File: src/rtl/flash_fault_pkg.sv
// Shared encodings for the flash array model: command opcodes and fault codes.
package flash_fault_pkg;
    typedef enum logic [1:0] {
        OP_NONE  = 2'd0,
        OP_ERASE = 2'd1,
        OP_PROG  = 2'd2,
        OP_READ  = 2'd3
    } op_e;

    typedef enum logic [2:0] {
        FK_SA0 = 3'd0,
        FK_SA1 = 3'd1,
        FK_WLP = 3'd2,
        FK_WLE = 3'd3,
        FK_BLP = 3'd4,
        FK_BLE = 3'd5,
        FK_RDD = 3'd6,
        FK_OVE = 3'd7
    } fault_e;
endpackage

File: src/rtl/ffa_busy_timer.sv
// Busy timer: holds busy high for exactly `len` cycles after a start pulse.
// Assumes start is only pulsed while busy is low; len of 0 counts as 1.
module ffa_busy_timer #(
    parameter int CNT_W = 16
) (
    input  logic             clk,
    input  logic             rst_n,
    input  logic             start,
    input  logic [CNT_W-1:0] len,
    output logic             busy
);
    logic [CNT_W-1:0] remain;

    // Load the remaining count on start, count down while busy.
    always_ff @(posedge clk) begin
        if (!rst_n) begin
            busy   <= 1'b0;
            remain <= '0;
        end else if (start) begin
            busy   <= 1'b1;
            remain <= (len == '0) ? '0 : len - 1'b1;
        end else if (busy) begin
            if (remain == '0) busy <= 1'b0;
            else              remain <= remain - 1'b1;
        end
    end

    a_r4_start_sets_busy: assert property (@(posedge clk) disable iff (!rst_n)
        start |=> busy);
    a_r5_idle_stays_idle: assert property (@(posedge clk) disable iff (!rst_n)
        (!busy && !start) |=> !busy);
endmodule

File: src/rtl/ffa_cell_array.sv
// Cell storage: one flip-flop per cell, reset and erase to 1.
// Program clears a single cell; victim set/clear requests from the fault
// unit take precedence over a program of the same cell.
module ffa_cell_array #(
    parameter int ROWS = 8,
    parameter int COLS = 8,
    localparam int CELLS = ROWS * COLS,
    localparam int IDX_W = $clog2(CELLS)
) (
    input  logic             clk,
    input  logic             rst_n,
    input  logic             erase,
    input  logic             prog,
    input  logic [IDX_W-1:0] prog_idx,
    input  logic             vset,
    input  logic             vclr,
    input  logic [IDX_W-1:0] vidx,
    output logic [CELLS-1:0] cells
);
    for (genvar i = 0; i < CELLS; i++) begin : g_cell
        // Next state of cell i from erase, fault injection and program.
        always_ff @(posedge clk) begin
            if (!rst_n)                                cells[i] <= 1'b1;
            else if (erase)                            cells[i] <= 1'b1;
            else if (vset && vidx == IDX_W'(i))        cells[i] <= 1'b1;
            else if (vclr && vidx == IDX_W'(i))        cells[i] <= 1'b0;
            else if (prog && prog_idx == IDX_W'(i))    cells[i] <= 1'b0;
        end
    end

    a_r2_erase_all_ones: assert property (@(posedge clk) disable iff (!rst_n)
        erase |=> (&cells));
    a_r3_prog_clears: assert property (@(posedge clk) disable iff (!rst_n)
        (prog && !erase && !(vset && vidx == prog_idx)) |=> (cells[$past(prog_idx)] == 1'b0));
    a_r3_no_spurious_rise: assert property (@(posedge clk) disable iff (!rst_n)
        (!erase && !vset) |=> ((cells & ~$past(cells)) == '0));
endmodule

File: src/rtl/ffa_fault_unit.sv
// Fault unit: from the current cell contents, the accepted command and the
// fault configuration, derives victim set/clear requests, the program block
// for an over-erased victim, and the value a read returns.
// Assumes at most one fault is active, selected by kind.
module ffa_fault_unit
    import flash_fault_pkg::*;
#(
    parameter int ROWS = 8,
    parameter int COLS = 8,
    localparam int CELLS = ROWS * COLS,
    localparam int IDX_W = $clog2(CELLS),
    localparam int ROW_W = $clog2(ROWS),
    localparam int COL_W = $clog2(COLS)
) (
    input  logic [CELLS-1:0] cells,
    input  logic             is_prog,
    input  logic             is_read,
    input  logic [ROW_W-1:0] row,
    input  logic [COL_W-1:0] col,
    input  logic             en,
    input  logic [2:0]       kind,
    input  logic [ROW_W-1:0] vrow,
    input  logic [COL_W-1:0] vcol,
    input  logic [ROW_W-1:0] arow,
    input  logic [COL_W-1:0] acol,
    output logic [IDX_W-1:0] vidx,
    output logic             vset,
    output logic             vclr,
    output logic             prog_block,
    output logic             rd_bit
);
    fault_e           fk;
    logic [IDX_W-1:0] cidx;
    logic             cur_bit, vbit;
    logic             at_victim, at_aggr, aggr_fall, same_row, same_col;

    // Address decode and aggressor event detection.
    always_comb begin
        fk        = fault_e'(kind);
        cidx      = IDX_W'(row) * IDX_W'(COLS) + IDX_W'(col);
        vidx      = IDX_W'(vrow) * IDX_W'(COLS) + IDX_W'(vcol);
        cur_bit   = cells[cidx];
        vbit      = cells[vidx];
        at_victim = (row == vrow) && (col == vcol);
        at_aggr   = (row == arow) && (col == acol);
        same_row  = (arow == vrow) && (acol != vcol);
        same_col  = (acol == vcol) && (arow != vrow);
        aggr_fall = en && is_prog && at_aggr && cur_bit;
    end

    // Victim set/clear requests for disturb and read-disturb faults.
    always_comb begin
        vset = 1'b0;
        vclr = 1'b0;
        unique case (fk)
            FK_WLP:  vclr = aggr_fall && same_row && vbit;
            FK_WLE:  vset = aggr_fall && same_row && !vbit;
            FK_BLP:  vclr = aggr_fall && same_col && vbit;
            FK_BLE:  vset = aggr_fall && same_col && !vbit;
            FK_RDD:  vset = en && is_read && at_victim && !vbit;
            default: ;
        endcase
    end

    // Program block for the over-erased victim.
    always_comb prog_block = en && is_prog && at_victim && (fk == FK_OVE);

    // Value returned by a read, with stuck-at and leakage overrides.
    always_comb begin
        rd_bit = cur_bit;
        if (en && at_victim && fk == FK_SA0)                   rd_bit = 1'b0;
        else if (en && at_victim && fk == FK_SA1)              rd_bit = 1'b1;
        else if (en && fk == FK_OVE && col == vcol && row != vrow) rd_bit = 1'b1;
    end
endmodule

File: src/rtl/flash_fault_array.sv
// Top: flash array model with command decode, per-command busy timing,
// fault unit and cell storage. A command is taken only while idle; its
// effect on the cells and the read value are registered at acceptance.
module flash_fault_array
    import flash_fault_pkg::*;
#(
    parameter int ROWS  = 8,
    parameter int COLS  = 8,
    parameter int CNT_W = 16,
    localparam int CELLS = ROWS * COLS,
    localparam int IDX_W = $clog2(CELLS),
    localparam int ROW_W = $clog2(ROWS),
    localparam int COL_W = $clog2(COLS)
) (
    input  logic             clk,
    input  logic             rst_n,
    input  logic             cmd_valid,
    input  logic [1:0]       cmd_op,
    input  logic [ROW_W-1:0] cmd_row,
    input  logic [COL_W-1:0] cmd_col,
    input  logic [CNT_W-1:0] erase_cycles,
    input  logic [CNT_W-1:0] prog_cycles,
    input  logic [CNT_W-1:0] read_cycles,
    input  logic             flt_en,
    input  logic [2:0]       flt_kind,
    input  logic [ROW_W-1:0] flt_vrow,
    input  logic [COL_W-1:0] flt_vcol,
    input  logic [ROW_W-1:0] flt_arow,
    input  logic [COL_W-1:0] flt_acol,
    output logic             busy,
    output logic             rd_data
);
    op_e              op;
    logic             accept, is_erase, is_prog, is_read;
    logic [CNT_W-1:0] len;
    logic [IDX_W-1:0] cidx, vidx;
    logic             vset, vclr, prog_block, rd_bit;
    logic [CELLS-1:0] cells;

    // Command decode and busy length selection.
    always_comb begin
        op       = op_e'(cmd_op);
        accept   = cmd_valid && !busy && (op != OP_NONE);
        is_erase = accept && (op == OP_ERASE);
        is_prog  = accept && (op == OP_PROG);
        is_read  = accept && (op == OP_READ);
        cidx     = IDX_W'(cmd_row) * IDX_W'(COLS) + IDX_W'(cmd_col);
        unique case (op)
            OP_ERASE: len = erase_cycles;
            OP_PROG:  len = prog_cycles;
            default:  len = read_cycles;
        endcase
    end

    ffa_busy_timer #(.CNT_W(CNT_W)) u_timer (
        .clk   (clk),
        .rst_n (rst_n),
        .start (accept),
        .len   (len),
        .busy  (busy)
    );

    ffa_fault_unit #(.ROWS(ROWS), .COLS(COLS)) u_fault (
        .cells      (cells),
        .is_prog    (is_prog),
        .is_read    (is_read),
        .row        (cmd_row),
        .col        (cmd_col),
        .en         (flt_en),
        .kind       (flt_kind),
        .vrow       (flt_vrow),
        .vcol       (flt_vcol),
        .arow       (flt_arow),
        .acol       (flt_acol),
        .vidx       (vidx),
        .vset       (vset),
        .vclr       (vclr),
        .prog_block (prog_block),
        .rd_bit     (rd_bit)
    );

    ffa_cell_array #(.ROWS(ROWS), .COLS(COLS)) u_cells (
        .clk      (clk),
        .rst_n    (rst_n),
        .erase    (is_erase),
        .prog     (is_prog && !prog_block),
        .prog_idx (cidx),
        .vset     (vset),
        .vclr     (vclr),
        .vidx     (vidx),
        .cells    (cells)
    );

    // Read data register, updated only by an accepted read.
    always_ff @(posedge clk) begin
        if (!rst_n)       rd_data <= 1'b0;
        else if (is_read) rd_data <= rd_bit;
    end

    a_r4_rd_holds: assert property (@(posedge clk) disable iff (!rst_n)
        !is_read |=> $stable(rd_data));
    a_r5_busy_freezes_cells: assert property (@(posedge clk) disable iff (!rst_n)
        busy |=> $stable(cells));
    a_r6_stuck0_read: assert property (@(posedge clk) disable iff (!rst_n)
        (is_read && flt_en && flt_kind == 3'd0 && cmd_row == flt_vrow && cmd_col == flt_vcol)
        |=> (rd_data == 1'b0));
    a_r10_oe_victim_kept: assert property (@(posedge clk) disable iff (!rst_n)
        (is_prog && flt_en && flt_kind == 3'd7 && cmd_row == flt_vrow && cmd_col == flt_vcol)
        |=> (cells[vidx] == $past(cells[vidx])));
endmodule

File: config.mk
export PLATFORM = sky130hd
export DESIGN_NAME = flash_fault_array
export DESIGN_NICKNAME = d
export VERILOG_FILES = /design/src/rtl/flash_fault_pkg.sv /design/src/rtl/ffa_busy_timer.sv /design/src/rtl/ffa_cell_array.sv /design/src/rtl/ffa_fault_unit.sv /design/src/rtl/flash_fault_array.sv
export SDC_FILE = /design/constraint.sdc
export NUM_CORES = 1
export LEC_CHECK = 0
export BUFFER_PORTS_ARGS = -buffer_cell sky130_fd_sc_hd__buf_2
export CELL_PAD_IN_SITES_DETAIL_PLACEMENT = 0
export CELL_PAD_IN_SITES_GLOBAL_PLACEMENT = 2
export CORE_MARGIN = 3
export CORE_UTILIZATION = 35
export CTS_CLUSTER_DIAMETER = 30
export DETAILED_ROUTE_END_ITERATION = 8
export GPL_TIMING_DRIVEN = 0
export PLACE_DENSITY_LB_ADDON = 0.1
export SLEW_MARGIN = 30
export SYNTH_ARGS = -nofsm -noshare
export SYNTH_HDL_FRONTEND = slang
export SYNTH_SLANG_ARGS = --single-unit
File: constraint.sdc
create_clock -name clk -period 4.2 [get_ports clk]
set_clock_uncertainty 0.05 [all_clocks]
set_input_delay 1.05 -clock clk [delete_from_list [all_inputs] [get_ports clk]]
set_output_delay 1.05 -clock clk [all_outputs]
set_load 0.1 [all_outputs]
[Word-level counts from Yosys, hierarchy flattened]
Cells that the tools add are included.
Storage, ports and cells
  register bits: 82
  bits of input ports: 75
  output and inout bits: 2
  word-level logic and storage cells: 726
Cells by class
  $add $sub $neg: 4
  magnitude comparators: 2
  eq/ne operators: 146
  multiplexer cells: 145
  bitwise logic cells: 1
  reductions and logical operators: 361
Operator list (count)
  $eq 6x6->1 const B: 64
  $logic_and 1x1->1: 222
  $eq 6x5->1 const B: 32
  $reduce_or 3->1: 64
  $mux 1: 136
  $reduce_bool 2->1: 66
  $eq 6x4->1 const B: 16
  $mux 16: 4
  $eq 6x3->1 const B: 8
  $logic_not 16->1: 2
  $pmux 16 s2: 1
  $sub 16x1->16 const B: 2
  $eq 6x2->1 const B: 4
  $eq 3x3->1: 6
  $lt 6x7->1 const B: 2
  $add 6x3->6: 2
  $bmux 1 s6: 2
  $eq 3x3->1 const B: 4
  $eq 6x1->1 const B: 2
  $logic_not 6->1: 2
  $ne 3x3->1: 3
  $eq 3x2->1 const B: 2
  $eq 2x2->1 const B: 2
  $eq 3x1->1 const B: 1
  other kinds (8): 10

[Depth between registers and ports, before layout]
  depth in word-level cells: 12
  depth in mapped cells: 12
  depth with buffers taken out: 10

[By module]
From an unflattened synthesis, not the netlist that was laid out.
Unflattened totals
  cells, all modules: 688
  area total of the unflattened synthesis: 6454.9 µm²
Modules (own cells, without submodules)
  ffa_cell_array: times used 1, cells an instance 280, area an instance 2929.1 µm², sequential area each 1281.2 µm²
  ffa_fault_unit: times used 1, cells an instance 159, area an instance 1591.5 µm², sequential area each 0.0 µm²
  ffa_busy_timer: times used 1, cells an instance 179, area an instance 1372.6 µm², sequential area each 340.3 µm²
  flash_fault_array: times used 1, cells an instance 70, area an instance 561.8 µm², sequential area each 20.0 µm²

[Worst setup path after synthesis]
Ideal clock, no wire load.
  path kind: input to register
  start: input cmd_op[0]
  end: register u_timer.remain[14]
  library setup time: 0.119 ns
  arrival: 3.410 ns
  required time: 4.031 ns
  path slack: 0.621 ns
  stages on the path: 11
  path buffers: 2
  path through: inv_1 -> ha_1 -> buf_2 -> clkbuf_1 -> mux2i_1 -> ha_1 -> inv_1 -> nor4_1 -> xnor2_1 -> nor2b_1 -> o221a_2
Between the ends
  longest elaborated chain between the ends: 5
  elaborated cells on any way between the ends: 12
  classes of those cells: 1 x add/sub; 3 x eq/ne; 3 x mux; 5 x reduce/logical
RTL lines
  start, declared: RTL line flash_fault_array.sv:18  | input logic [1:0] cmd_op,
  $eq 2x2->1 or $eq 2x1->1 (tied branches): RTL line flash_fault_array.sv:48  | unique case (op)
  $pmux 16 s2: RTL line flash_fault_array.sv:48
  $sub 16x1->16 or $logic_not 16->1 (tied branches): RTL line ffa_busy_timer.sv:21  | remain <= (len == '0) ? '0 : len - 1'b1;
  $mux 16: RTL line ffa_busy_timer.sv:21
  $mux 16: RTL line ffa_busy_timer.sv:19  | end else if (start) begin
  end signal, assigned: RTL line ffa_busy_timer.sv:21
  end signal, assigned: RTL line ffa_busy_timer.sv:24  | else remain <= remain - 1'b1;
  end, declared: RTL line ffa_busy_timer.sv:12  | logic [CNT_W-1:0] remain;
Parallel ways exist; a longest one is shown, timed or not.
A chain may end at the register's enable or synchronous reset.

[Worst setup path in the final report]
  start: input cmd_col[1]
  end: register u_cells.cells[17]
Between the ends
  longest elaborated chain between the ends: 9
  elaborated cells on any way between the ends: 30
  classes of those cells: 1 x add/sub; 3 x eq/ne; 5 x mux; 21 x reduce/logical
RTL lines
  start, declared: RTL line flash_fault_array.sv:20  | input logic [COL_W-1:0] cmd_col,
  $add 6x3->6 or $eq 3x3->1 (tied branches): RTL line ffa_fault_unit.sv:40, flash_fault_array.sv:47, ffa_fault_unit.sv:45
  $bmux 1 s6 or $logic_and 1x1->1 (tied branches): RTL line ffa_fault_unit.sv:42, ffa_fault_unit.sv:45
  $mux 1 (not written as such) or $logic_and 1x1->1 (tied branches): RTL line ffa_fault_unit.sv:42, ffa_fault_unit.sv:48
  $logic_and 1x1->1: RTL line ffa_fault_unit.sv:48  | aggr_fall = en && is_prog && at_aggr && cur_bit;
  $logic_and 1x1->1, on equally long branches (2 in series)
  $pmux 1 s3 or $pmux 1 s2 (tied branches): RTL line ffa_fault_unit.sv:55  | unique case (fk)
  $logic_and 1x1->1, on equally long branches: RTL line ffa_cell_array.sv:25, ffa_cell_array.sv:26
  $reduce_or 3->1 (no source line) (tied with other cells)
  end signal, assigned by index: RTL line ffa_cell_array.sv:25  | else if (vset && vidx == IDX_W'(i)) cells[i] <= 1'b1;
  end signal, assigned by index: RTL line ffa_cell_array.sv:26  | else if (vclr && vidx == IDX_W'(i)) cells[i] <= 1'b0;
  end signal, assigned by index: RTL line ffa_cell_array.sv:27  | else if (prog && prog_idx == IDX_W'(i)) cells[i] <= 1'b0;
  end, declared: RTL line ffa_cell_array.sv:18  | output logic [CELLS-1:0] cells
Parallel ways exist; a longest one is shown, timed or not. The select of a mux whose other input is x is not followed.

==> qor.csv <==
stage;metric;value;unit
run_status;run status;completed;
layout;# diodes;0;
critical_path;worst reg-to-reg path cell count;8;
timing;worst-margin pin slew;0.858;ns
worst_hold_path;HP Class;reg -> reg;
synth;Yosys cell types;68;
die;die width;142;um
timing;post-layout min period;4.12;ns
die;Die Height;142;um
die;Initial Utilization;36.4;%
timing;Final Cycle Share;98.1;%
timing;final setup TNS;0;ns
pwr;P_leak;0.00245;uW
synth;Mapped Area;6430;um2
detailed_routing;initial drt markers;821;
clocking;Skew-Pair Late Insertion Delay;0.35;ns
critical_path;Worst Path Arrival;4.29;ns
critical_path;largest fanout on the critical path;10;
clocking;hold_buf cts;0;
worst_hold_path;Hold Path Cell Cnt;2;
synth;#FFs+latches synth;82;
critical_path;r2r endpoint;u_cells.cells[19];
global_routing;initial antenna violation count;1;
layout;share of layout cells above drive strength 1;18.0;%
synth;syn avg cell area;8.23;um2
detailed_routing;Avg WL per Cell;24.1;um
synth;register area share after synthesis;25.5;%
place;GP Congestion;0.933;
clocking;Reg clk slew, reported paths;0.07;ns
synth;area leader, netlist;dfxtp_1;
die;row count;48;
synth;Post-synth top flop;dfxtp_1;
critical_path;reg2reg start;u_timer.busy;
timing;Relative slew margins;42.3;%
pwr;total power;2290;uW
timing;Final Hold Vio Count;0;
global_routing;GRT Total Usage;25.6;%
layout;area occupied by multi-input gates;4450;um2
layout;most frequent cells in the layout;dfxtp_1, buf_2, nand2_1;
critical_path;Startpoint Class;primary input;
clocking;htree depth;3;
place;Port Buffer Count;68;
detailed_routing;Via Count;6899;
clocking;clk root buf;clkbuf_16;
clocking;TritonCTS Sinks;82;
detailed_routing;Post-route DRC;0;
synth;FFs w/ async S/R, synth;0;%
global_routing;global route overflow;0;
timing;RSZ-0062 raised after global routing;no;
global_routing;first-pass GRT wire length;39000;um
worst_hold_path;hold path endpoint;rd_data;
pwr;Max rail drop VDD;0.262;mV
die;full die area;20000;um2
clocking;Num CTS Buffers;9;
layout;register area;1640;um2
timing;final setup fails;0;
global_routing;largest net degree at the start of global routing;14;
synth;synth warn;0;
die;core area;17700;um2
critical_path;R2R setup slack;0.97;ns
layout;Nets;947;
pwr;Power Density;309;nW/um2
synth;Post-Syn Nets;864;
clocking;CTS tree;yes;
critical_path;CP Data Required Time;4.38;ns
critical_path;CP Capture Type;flip-flop;
detailed_routing;Final ANT Viol Nets;0;
synth;Post-synth EDFFs;0;
synth;largest cells by area after synthesis;dfxtp_1, mux4_2, o22ai_1;
timing;fmax;243;MHz
global_routing;vias in the first global route;6366;
detailed_routing;vias per cell;6.31;
job;Max Cap Viol;0;
synth;Synth top area share;25.5;%
critical_path;Setup Crit Path Kind;in -> reg;
timing;Final Max Tran Viols;0;
synth;Post-Syn Instances;782;
detailed_routing;drt total wl;26400;um
clocking;Max clock buf depth;2;
layout;Filler cells;1828;
die;I/O Pins;77;
layout;most common cell after layout, fill and taps aside;dfxtp_1;
detailed_routing;First-pass DRT Iterations;5;
layout;Synth-to-Final Area Change;15.4;%
place;hpwl dp;19800;um
worst_hold_path;hold path startpoint;rd_data;
[stage by stage]
| step | hold slack [ns] | std cells | util [%] | setup WS (ns) | instance area, um2 |
|---|---|---|---|---|---|
| 2_1_floorplan | 0.460 | 782 | - | 0.621 | 6430 |
| 3_3_place_gp | 0.479 | 1075 | 40.0 | -0.599 | 7060 |
| 3_5_place_dp | 0.498 | 1076 | 40.1 | -0.297 | 7080 |
| 4_1_cts | 0.513 | 1091 | 41.7 | 0.0561 | 7370 |
| 5_1_grt | 0.526 | 1094 | 42.1 | 0.0280 | 7430 |
| 6_report | 0.509 | 1094 | 42.1 | 0.0813 | 7430 |
[Yosys cell counts, types with 3 or more instances]
| library cell | n |
|---|---|
| buf_4 | 4 |
| a211oi_1 | 4 |
| buf_2 | 12 |
| o22ai_1 | 59 |
| clkbuf_1 | 42 |
| o31ai_1 | 32 |
| nand4b_1 | 3 |
| xnor2_1 | 28 |
| inv_1 | 20 |
| nor2b_1 | 17 |
| or2_2 | 3 |
| mux4_1 | 7 |
| nor2_1 | 36 |
| dfxtp_1 | 82 |
| nand2b_1 | 7 |
| nor3_1 | 57 |
| mux2_2 | 3 |
| a21oi_1 | 47 |
| a22oi_1 | 8 |
| nor4b_1 | 3 |
| a31oi_1 | 11 |
| nand4_1 | 11 |
| o21ai_0 | 25 |
| a22o_1 | 13 |
| ha_1 | 7 |
| buf_6 | 4 |
| o31a_1 | 10 |
| o41ai_1 | 5 |
| mux2i_1 | 17 |
| mux4_2 | 25 |
| a21boi_0 | 12 |
| nand2_1 | 77 |
| xor2_1 | 6 |
| nand3_1 | 27 |
| nor4_1 | 9 |
| or3_1 | 3 |
[final cells by class]
type                       instances  area share (%)
inverter                          22            1.11
multi-input combinational        614            60.0
timing repair buffer              72            4.99
clock inverter                     5           0.725
tap                              225            3.79
buffer                            64            4.08
clock buffer                      10            3.22
sequential                        82            22.1
[repair_timing]
action                     4_1_cts  5_1_grt
setup endpoints to repair        0       44
buffers inserted                 0        3
gates resized for setup          0        9
[how the worst max path moves through the flow]
| stage | start | to | slack [ns] | cells past startpoint |
|---|---|---|---|---|
| after global placement | cmd_op[1] | u_cells.cells[39] | -0.60 | 12 |
| after global routing | cmd_col[1] | u_cells.cells[22] | 0.03 | 12 |
| after detailed placement | cmd_op[1] | u_cells.cells[39] | -0.30 | 12 |
| final | cmd_col[1] | u_cells.cells[17] | 0.08 | 12 |
| after CTS | cmd_op[1] | u_cells.cells[39] | 0.06 | 12 |
| after floorplan | cmd_op[0] | u_timer.remain[14] | 0.62 | 11 |
[worst max-delay path: stages]
cell	delay, ns
buf_2	0.16
buf_4	0.28
buf_4	0.29
buf_4	0.24
mux2i_1	0.45
nand3_1	0.13
o2111ai_1	0.18
and4b_1	0.40
nor3_1	0.19
o211ai_2	0.45
buf_2	0.33
o22ai_1	0.12
[metal layers]
metal / part of all wire, % / global-route usage, % / routed length [um]
met1: 47 / 39.2 / 12300
met3: 9.9 / 5.59 / 2600
met5: 0.057 / 0 / 15
met4: 2.5 / 8.03 / 667
met2: 41 / 35.5 / 10800
[state kept, by name (all words and copies together), names as in the netlist]
name	cells
u_cells.cells	64
u_timer.remain	16
rd_data	1
u_timer.busy	1
[where the power goes]
part / internal (uW) / switching, uW
registers: 806 / 32.9
logic: 222 / 405
clock network: 473 / 352
total: 1500 / 790
[cells by family (layout without fill, tap and decap cells)]
group	after synthesis	count (layout)	share of synthesized area, %
and+or+nand+nor	270	270	21.0
AOI/OAI and AO/OA	250	250	26.4
buffers and inverters	86	173	5.95
DFF	82	82	25.5
adders and majority gates	7	7	1.36
muxes	53	53	15.1
xor gates and xnor gates	34	34	4.63
Power figures use the tool's default switching activity.
